## src/rtl/sts_pkg.sv

```systemverilog
package sts_pkg;
  localparam int unsigned NUM_PHASES = 6;
  localparam int unsigned PH_W       = $clog2(NUM_PHASES);
  localparam int unsigned FIRST_TEST = 2;

  // order of the enum is the execution order
  typedef enum logic [PH_W-1:0] {
    PH_AUTH_CIPHER = 0,
    PH_AUTH_HASH   = 1,
    PH_SCAN_PK     = 2,
    PH_BIST_CIPHER = 3,
    PH_BIST_HASH   = 4,
    PH_MISC        = 5
  } phase_e;

  typedef enum logic [1:0] {
    ST_IDLE,
    ST_LAUNCH,
    ST_WAIT,
    ST_DONE
  } state_e;
endpackage

```

## src/rtl/sts_seq_fsm.sv

```systemverilog
module sts_seq_fsm
  import sts_pkg::*;
(
  input  logic                  clk_i,
  input  logic                  rst_ni,
  input  logic                  go_i,
  input  logic                  done_i,
  input  logic                  pass_i,
  output logic [NUM_PHASES-1:0] start_o,
  output logic                  capture_o,
  output logic                  clear_o,
  output phase_e                phase_o,
  output logic                  busy_o,
  output logic                  finished_o
);
  state_e st_q, st_n;
  phase_e ph_q, ph_n;

  assign clear_o    = ((st_q == ST_IDLE) || (st_q == ST_DONE)) && go_i;
  assign capture_o  = (st_q == ST_WAIT) && done_i;
  assign phase_o    = ph_q;
  assign busy_o     = (st_q == ST_LAUNCH) || (st_q == ST_WAIT);
  assign finished_o = (st_q == ST_DONE);

  always_comb begin
    st_n = st_q;
    ph_n = ph_q;
    unique case (st_q)
      ST_IDLE, ST_DONE: if (go_i) begin
        st_n = ST_LAUNCH;
        ph_n = PH_AUTH_CIPHER;
      end
      ST_LAUNCH: st_n = ST_WAIT;
      ST_WAIT: if (done_i) begin
        st_n = ST_LAUNCH;
        unique case (ph_q)
          PH_AUTH_CIPHER: ph_n = pass_i ? PH_SCAN_PK : PH_AUTH_HASH;
          PH_AUTH_HASH: begin
            if (pass_i) ph_n = PH_SCAN_PK;
            else        st_n = ST_DONE;  // abort, wrapper stays locked
          end
          PH_MISC: st_n = ST_DONE;
          default: ph_n = phase_e'(ph_q + PH_W'(1));
        endcase
      end
      default: st_n = ST_IDLE;
    endcase
  end

  always_ff @(posedge clk_i or negedge rst_ni) begin
    if (!rst_ni) begin
      st_q <= ST_IDLE;
      ph_q <= PH_AUTH_CIPHER;
    end else begin
      st_q <= st_n;
      ph_q <= ph_n;
    end
  end

  for (genvar g = 0; g < NUM_PHASES; g++) begin : g_start
    assign start_o[g] = (st_q == ST_LAUNCH) && (ph_q == phase_e'(PH_W'(g)));
  end

  p_one_start_r4: assert property (@(posedge clk_i) disable iff (!rst_ni)
    $onehot0(start_o));
  p_start_pulse_r4: assert property (@(posedge clk_i) disable iff (!rst_ni)
    (start_o != '0) |=> (start_o == '0));
  p_busy_ignores_go_r10: assert property (@(posedge clk_i) disable iff (!rst_ni)
    (busy_o && !(capture_o && ph_q == PH_MISC) && !(capture_o && ph_q == PH_AUTH_HASH && !pass_i))
      |=> busy_o);
endmodule

```

## src/rtl/sts_result.sv

```systemverilog
module sts_result
  import sts_pkg::*;
(
  input  logic                  clk_i,
  input  logic                  rst_ni,
  input  logic                  clear_i,
  input  logic                  capture_i,
  input  phase_e                phase_i,
  input  logic                  pass_i,
  input  logic                  finished_i,
  output logic [NUM_PHASES-1:0] status_o,
  output logic                  hash_used_o,
  output logic                  unlock_o,
  output logic                  auth_fail_o,
  output logic                  pass_o
);
  for (genvar g = 0; g < NUM_PHASES; g++) begin : g_status
    always_ff @(posedge clk_i or negedge rst_ni) begin
      if (!rst_ni)                                              status_o[g] <= 1'b0;
      else if (clear_i)                                         status_o[g] <= 1'b0;
      else if (capture_i && phase_i == phase_e'(PH_W'(g)))      status_o[g] <= pass_i;
    end
  end

  always_ff @(posedge clk_i or negedge rst_ni) begin
    if (!rst_ni) begin
      hash_used_o <= 1'b0;
      unlock_o    <= 1'b0;
      auth_fail_o <= 1'b0;
    end else if (clear_i) begin
      hash_used_o <= 1'b0;
      unlock_o    <= 1'b0;
      auth_fail_o <= 1'b0;
    end else if (capture_i) begin
      if (phase_i == PH_AUTH_CIPHER && pass_i) begin
        unlock_o    <= 1'b1;
        hash_used_o <= 1'b0;
      end
      if (phase_i == PH_AUTH_HASH) begin
        if (pass_i) begin
          unlock_o    <= 1'b1;
          hash_used_o <= 1'b1;
        end else begin
          auth_fail_o <= 1'b1;
        end
      end
    end
  end

  assign pass_o = finished_i && !auth_fail_o && (&status_o[NUM_PHASES-1:FIRST_TEST]);

  p_abort_locked_r3: assert property (@(posedge clk_i) disable iff (!rst_ni)
    auth_fail_o |-> !unlock_o);
  p_flag_needs_unlock_r6: assert property (@(posedge clk_i) disable iff (!rst_ni)
    hash_used_o |-> unlock_o);
  p_status_hold_r7: assert property (@(posedge clk_i) disable iff (!rst_ni)
    (!capture_i && !clear_i) |=> $stable(status_o));
endmodule

```

## src/rtl/sec_test_seq.sv

```systemverilog
module sec_test_seq
  import sts_pkg::*;
(
  input  logic                  clk_i,
  input  logic                  rst_ni,
  input  logic                  go_i,
  input  logic                  phase_done_i,
  input  logic                  phase_pass_i,
  output logic [NUM_PHASES-1:0] phase_start_o,
  output logic                  wrapper_unlock_o,
  output logic                  auth_hash_used_o,
  output logic                  auth_fail_o,
  output logic                  bus_grant_o,
  output logic [NUM_PHASES-1:0] status_o,
  output logic                  done_o,
  output logic                  pass_o
);
  logic   capture, clear, finished;
  phase_e phase;

  sts_seq_fsm u_fsm (
    .clk_i      (clk_i),
    .rst_ni     (rst_ni),
    .go_i       (go_i),
    .done_i     (phase_done_i),
    .pass_i     (phase_pass_i),
    .start_o    (phase_start_o),
    .capture_o  (capture),
    .clear_o    (clear),
    .phase_o    (phase),
    .busy_o     (bus_grant_o),
    .finished_o (finished)
  );

  sts_result u_res (
    .clk_i       (clk_i),
    .rst_ni      (rst_ni),
    .clear_i     (clear),
    .capture_i   (capture),
    .phase_i     (phase),
    .pass_i      (phase_pass_i),
    .finished_i  (finished),
    .status_o    (status_o),
    .hash_used_o (auth_hash_used_o),
    .unlock_o    (wrapper_unlock_o),
    .auth_fail_o (auth_fail_o),
    .pass_o      (pass_o)
  );

  assign done_o = finished;

  p_scan_unlocked_r4: assert property (@(posedge clk_i) disable iff (!rst_ni)
    (phase_start_o[FIRST_TEST+:NUM_PHASES-FIRST_TEST] != '0) |-> wrapper_unlock_o);
  p_grant_done_r9: assert property (@(posedge clk_i) disable iff (!rst_ni)
    !(bus_grant_o && done_o));
  p_pass_needs_done_r8: assert property (@(posedge clk_i) disable iff (!rst_ni)
    pass_o |-> (done_o && !auth_fail_o));
endmodule

```

## config.mk

```make
export PLATFORM = sky130hd
export DESIGN_NAME = sec_test_seq
export DESIGN_NICKNAME = d
export VERILOG_FILES = /design/src/rtl/sts_pkg.sv /design/src/rtl/sts_seq_fsm.sv /design/src/rtl/sts_result.sv /design/src/rtl/sec_test_seq.sv
export SDC_FILE = /design/constraint.sdc
export NUM_CORES = 1
export LEC_CHECK = 0
export BUFFER_PORTS_ARGS = -buffer_cell sky130_fd_sc_hd__buf_4
export CORE_MARGIN = 10
export CORE_UTILIZATION = 49
export DETAILED_ROUTE_END_ITERATION = 7
export PLACE_DENSITY = 0.74
export SYNTH_ARGS = -nofsm -noshare
export SYNTH_HDL_FRONTEND = slang
export SYNTH_HIERARCHICAL = 1
export SYNTH_SLANG_ARGS = --single-unit
```

## constraint.sdc

```tcl
create_clock -name clk_i -period 4.9 [get_ports clk_i]
set_input_delay 0 -clock clk_i [delete_from_list [all_inputs] [get_ports clk_i]]
set_output_delay 0 -clock clk_i [all_outputs]
set_load 0.05 [all_outputs]
```

Yosys cells after proc, flatten, opt, wreduce, memory -nomap -nowiden
Cells that the tools add are included.
{"block": "classes", "n_addsub": 1, "n_eq_ne": 13, "muxes": 37, "reduce_logical": 36}
{"cell": "2-to-1 mux 1 bit", "count": 26}
{"cell": "nonzero test 2 bit", "count": 9}
{"cell": "logical AND 1 bit", "count": 17}
{"cell": "2-to-1 mux 3 bit", "count": 3}
{"cell": "case mux 3 bit (3 select lines)", "count": 1}
{"cell": "2-to-1 mux 2 bit", "count": 4}
{"cell": "equality test 3 x 2 -> 1 bit (second input constant)", "count": 2}
{"cell": "equality test 3 bit (second input constant)", "count": 2}
{"cell": "!= test 2 bit (second input constant)", "count": 3}
{"cell": "case mux 2 bit (3 select lines)", "count": 1}
{"cell": "case mux 3 bit (2 select lines)", "count": 1}
{"cell": "AND reduction 5 bit", "count": 1}
{"cell": "equality test 2 bit (second input constant)", "count": 2}
{"cell": "case mux 2 bit (2 select lines)", "count": 1}
{"cell": "AND reduction 4 bit", "count": 1}
{"cell": "adder 3 x 1 -> 3 bit (second input constant)", "count": 1}
{"cell": "equality test 3 x 1 -> 1 bit (second input constant)", "count": 1}
{"cell": "zero test 3 bit", "count": 1}
{"cell": "!= test 3 bit (second input constant)", "count": 1}
{"cell": "AND reduction 3 bit", "count": 1}
{"cell": "equality test 2 x 1 -> 1 bit (second input constant)", "count": 1}
{"cell": "zero test 2 bit", "count": 1}
{"cell": "logical OR 1 bit", "count": 2}
{"cell": "!= test 2 x 1 -> 1 bit (second input constant)", "count": 1}
{"cell": "3 further kinds", "count": 3}
{"block": "word_totals", "regBits": 14, "input_bits": 5, "out_inout_bits": 18}

Depth between registers and ports, before layout
{"block": "logic_depth", "depth_word": 7, "ltp_mapped": 6, "depth_no_buf": 5}

Hierarchy
Netlist, hierarchy kept.
{"mod": "sts_seq_fsm", "instances": 1, "cells_each": 49, "area_each_um2": 496.7, "seq_area_each_um2": 125.1}
{"mod": "sts_result", "instances": 1, "cells_each": 38, "area_each_um2": 469.2, "seq_area_each_um2": 225.2}

Worst setup path after synthesis
Ideal clock, no wire load.
{"block": "synth_timing", "path_type": "reg-to-output", "startpoint": "register u_fsm.st_q[0]", "endpoint": "output port pass_o", "t_arrival_ns": 2.080, "setup_slack_ns": 2.820, "path_stages_with_launch": 3, "path_buffers": 0, "cell_sequence": "dfrtp_1 > ha_1 > nor3b_1"}
{"block": "synth_between", "elab_chain_len": 3}
{"item": "from (decl)", "line": "sts_seq_fsm.sv:16", "source": "state_e st_q, st_n;"}
{"item": "from (signal assigned)", "line": "sts_seq_fsm.sv:55", "source": "st_q <= st_n;"}
{"item": "equality test 2 bit", "line": "sts_seq_fsm.sv:23", "source": "assign finished_o = (st_q == ST_DONE);"}
{"item": "net done_o", "line": "sec_test_seq.sv:15", "source": "output logic done_o,"}
{"item": "logical AND 1 bit (2 in series)", "line": "sts_result.sv:50", "source": "assign pass_o = finished_i && !auth_fail_o && (&status_o[NUM_PHASES-1:FIRST_TEST]);"}
{"item": "to (decl)", "line": "sec_test_seq.sv:16", "source": "output logic pass_o"}
The timed path passes the listed nets, and every way through them passes these cells.

Worst setup path in the final report
{"block": "layout_timing", "startpoint": "register u_fsm.ph_q[1] (netlist: u_fsm/phase_o[1])", "endpoint": "register u_fsm.ph_q[2] (netlist: u_fsm/phase_o[2])"}
{"block": "layout_between", "elab_chain_len": 4}
{"item": "from (decl)", "line": "sts_seq_fsm.sv:17", "source": "phase_e ph_q, ph_n;"}
{"item": "from (signal assigned)", "line": "sts_seq_fsm.sv:56", "source": "ph_q <= ph_n;"}
{"item": "adder 3 x 1 -> 3 bit (tied with other cells)", "line": "sts_seq_fsm.sv:43", "source": "default: ph_n = phase_e'(ph_q + PH_W'(1));"}
{"item": "case mux 3 bit (3 select lines)", "line": "sts_seq_fsm.sv:36", "source": "unique case (ph_q)"}
{"item": "2-to-1 mux 3 bit", "line": "sts_seq_fsm.sv:34", "source": "ST_WAIT: if (done_i) begin"}
{"item": "case mux 3 bit (2 select lines)", "line": "sts_seq_fsm.sv:28", "source": "unique case (st_q)"}
Parallel ways exist; a longest one is shown, timed or not. The select of a mux whose other input is x is not followed.
A chain may end at the register's enable or synchronous reset.

==> run summary <==
Layout fillers - 176
Ports - 23
Post-CTS Setup Inserts - 0
Comb pwr share - 0.623
Register share of total power - 0.256
GRT Overall Usage - 0.105
Ranking of synthesized cells by area - dfrtp_1 36%, ha_1 12%, mux2i_1 7.3%, nand2b_1 5.2%, and2_1 4.5%
Overall routed net length - 2140 um
FMAX - 0.512 GHz
Fin. Hold Viols - 0
Storage element area - 350 um^2
Max VDD drop - 0.000448 V
Nature of the critical path startpoint - flop
Synth Area per Inst - 11.1 um^2
Pwr Total - 684 uW
GRT met3 Usage - 0.0418
Net Sw Frac - 0.490
Antenna violations before repair - 0
Ratio of cells with drive above 1 in the final layout - 0.325
Vias in the first global route - 796
Worst Max-Slew Pin Slew - 412 ps
Total Nets Final - 129
# rows - 16
Area Overhead vs Synth - 26.0%
Hold Path Class - in2async
Core area - 0.00192 mm^2
Unique masters post-synth - 31
Global Route met1 Usage - 0.107
Area share of the largest cell type after synthesis - 0.363
Drt wl/cell - 15.2 um
Arr. time, crit path - 2120 ps
Critical path type - reg2reg
Main synth FF type - dfrtp_1
Headroom to the max-slew limit - 0.725
Run status - finished, final reports clean
Vias per cell - 5.26
DP Wirelength - 1680 um
CP max stage delay - 510 ps
EDFF count, synth - 0
CTS Root Cell - clkbuf_4
Post-route setup slack - 2950 ps
Worst path slowest cell - dfrtp_1
Delay-heaviest family, CP - flip-flops
Gr busiest metal - met2
Initial Util - 0.503
Iter 0 DRT Violations - 15
Worst path depth - 5
CTS sink cnt - 14
Layout Cells excl Fill - 141
Placed Instances - 135
Pre-antenna DRT Iters - 4
Clk Latency, worst-skew pair - 280 ps
Number of remaining DRC errors - 0
Reg2Reg Depth - 5
Yosys reg bits - 14
Routability cong. - 0.783
Setup violators final - 0
Pre-CTS WS - 2980 ps
Critical path endpoint category - flop
Inserted Diodes - 0
CP Data Required Time - 5070 ps
CTS Buf Count - 3
Cell Pwr Density - 562 mW/mm^2
Routing usage on met2 - 0.196
Cell internal pwr - 349 uW
Fin. max-slew vios - 0
IO buf count - 22
FF-to-FF setup slack - 2950 ps
Fraction of registers with async set/reset - 1.00
Gr ovfl total - 0
Vias after detailed routing - 742
Leakage Power - 0.590 nW
DIE AREA - 0.00415 mm^2
First-pass GRT wire length - 3620 um
Synth area leader - dfrtp_1
Critical-path cell list - inv_1, ha_1, and2_1, a2111oi_4, mux2_4
Die width - 64.4 um
Crit Path Max Fanout - 10
Yosys synthesis warning count - 6
Antenna viol nets, final - 0
Syn nets - 101
CTS tree - yes
Die Y - 64.4 um
Clk buf depth - 2
Mapped cell area - 966 um^2
Setup TNS - 0 ps
Final min period - 1950 ps
Worst path bufs/invs - 1
RSZ-0062 raised after global routing - false
Final Cycle Share - 0.399
Psw - 335 uW
Footprint of the multi-input gates - 582 um^2
Clock power frac - 0.122
Most frequent cell after synthesis - dfrtp_1
CTS clk-pin slew, worst paths - 90 ps
H-tree depth - 1
Max Cap Violations - 0
Final Skew - 5.62 ps
Syn Inst Count - 87
Synth top cells by count - 14 x dfrtp_1, 9 x ha_1, 8 x inv_1, 8 x nand2b_1
Sequential area share after synthesis - 0.363
Largest net degree at the start of global routing - 16
## layer usage
| layer | vias to the layer above | share of wire |
|---|---|---|
| met2 | 11 | 0.54 |
| met1 | 365 | 0.42 |
| met3 | 2 | 0.043 |
| met4 | 0 | 0.0037 |
| met5 | - | 0 |
| li1 | 364 | - |
## metrics by stage
step | hold slack [ps] | area (um^2) | util
final | 99.7 | 1220 | 0.633
after global routing | 94.0 | 1220 | 0.633
after CTS | 107 | 1220 | 0.633
after detailed placement | -139 | 1160 | 0.604
after global placement | -141 | 1160 | 0.604
after floorplan | -296 | 966 | -
## path summary, 6_finish.rpt
| check | startpoint | endpoint |
|---|---|---|
| setup / recovery | u_fsm/phase_o[1]$_DFFE_PN0P_ | u_fsm/phase_o[2]$_DFFE_PN0P_ |
| hold / removal | rst_ni | u_res/status_o[0]$_DFFE_PN0P_ |
| setup reg to reg | u_fsm/phase_o[1]$_DFFE_PN0P_ | u_fsm/phase_o[2]$_DFFE_PN0P_ |
| hold reg to reg | u_res/unlock_o$_DFFE_PN0P_ | u_res/unlock_o$_DFFE_PN0P_ |
| max in group asynchronous | rst_ni | u_res/auth_fail_o$_DFFE_PN0P_ |
| min in group clk_i | go_i | u_fsm/st_q[0]$_DFFE_PN0P_ |
## power groups by stage
stage / Clock [mW] / Combinational [mW] / Sequential (mW)
final: 0.0832 / 0.426 / 0.175
after global routing: 0.0928 / 0.460 / 0.180
after CTS: 0.0857 / 0.429 / 0.174
after detailed placement: 0 / 0.426 / 0.177
after global placement: 0 / 0.419 / 0.173
after floorplan: 0 / 0.291 / 0.203
## worst register-to-register path, stage by stage (launching register included)
cell,delay (ps)
dfrtp_1,510
inv_1,130
ha_1,270
and2_1,220
a2111oi_4,380
mux2_4,340
## logic make-up after synthesis
| group | share of synthesized area |
|---|---|
| flip-flops | 0.363 |
| AO/OA/AOI/OAI | 0.119 |
| adder cells (fa/ha/maj) | 0.117 |
| multiplexers | 0.0881 |
| buffers and inverters | 0.0350 |
| AND/OR/NAND/NOR | 0.278 |
## flip-flops by register name, summed over array words and instances (netlist names)
register,flops
u_res/status_o,6
u_fsm/phase_o,3
u_fsm/st_q,2
u_res/auth_fail_o,1
u_res/hash_used_o,1
u_res/unlock_o,1
## cell usage in the layout, fill, tap and decap left out, types with 3 or more instances in the layout
cell and n:
clkbuf_4 3, nand2b_1 8, buf_4 22, mux2i_1 7
o22ai_1 3, ha_1 9, dfrtp_1 14, and2_1 7
inv_1 8
## final cells by class
| cell class | count | area share |
|---|---|---|
| Multi-Input combinational cell | 64 | 0.478 |
| Sequential cell | 14 | 0.288 |
| Clock buffer | 4 | 0.0298 |
| Timing Repair Buffer | 24 | 0.152 |
| Inverter | 8 | 0.0247 |
| Tap cell | 27 | 0.0277 |
## what timing repair did
item,in CTS,in global routing
hold buffers,2,0
gates resized for setup,0,0
endpoints found under the hold margin,15,0
endpoints found under the setup margin,0,0
No activity file was read; power rests on OpenSTA's default activity.
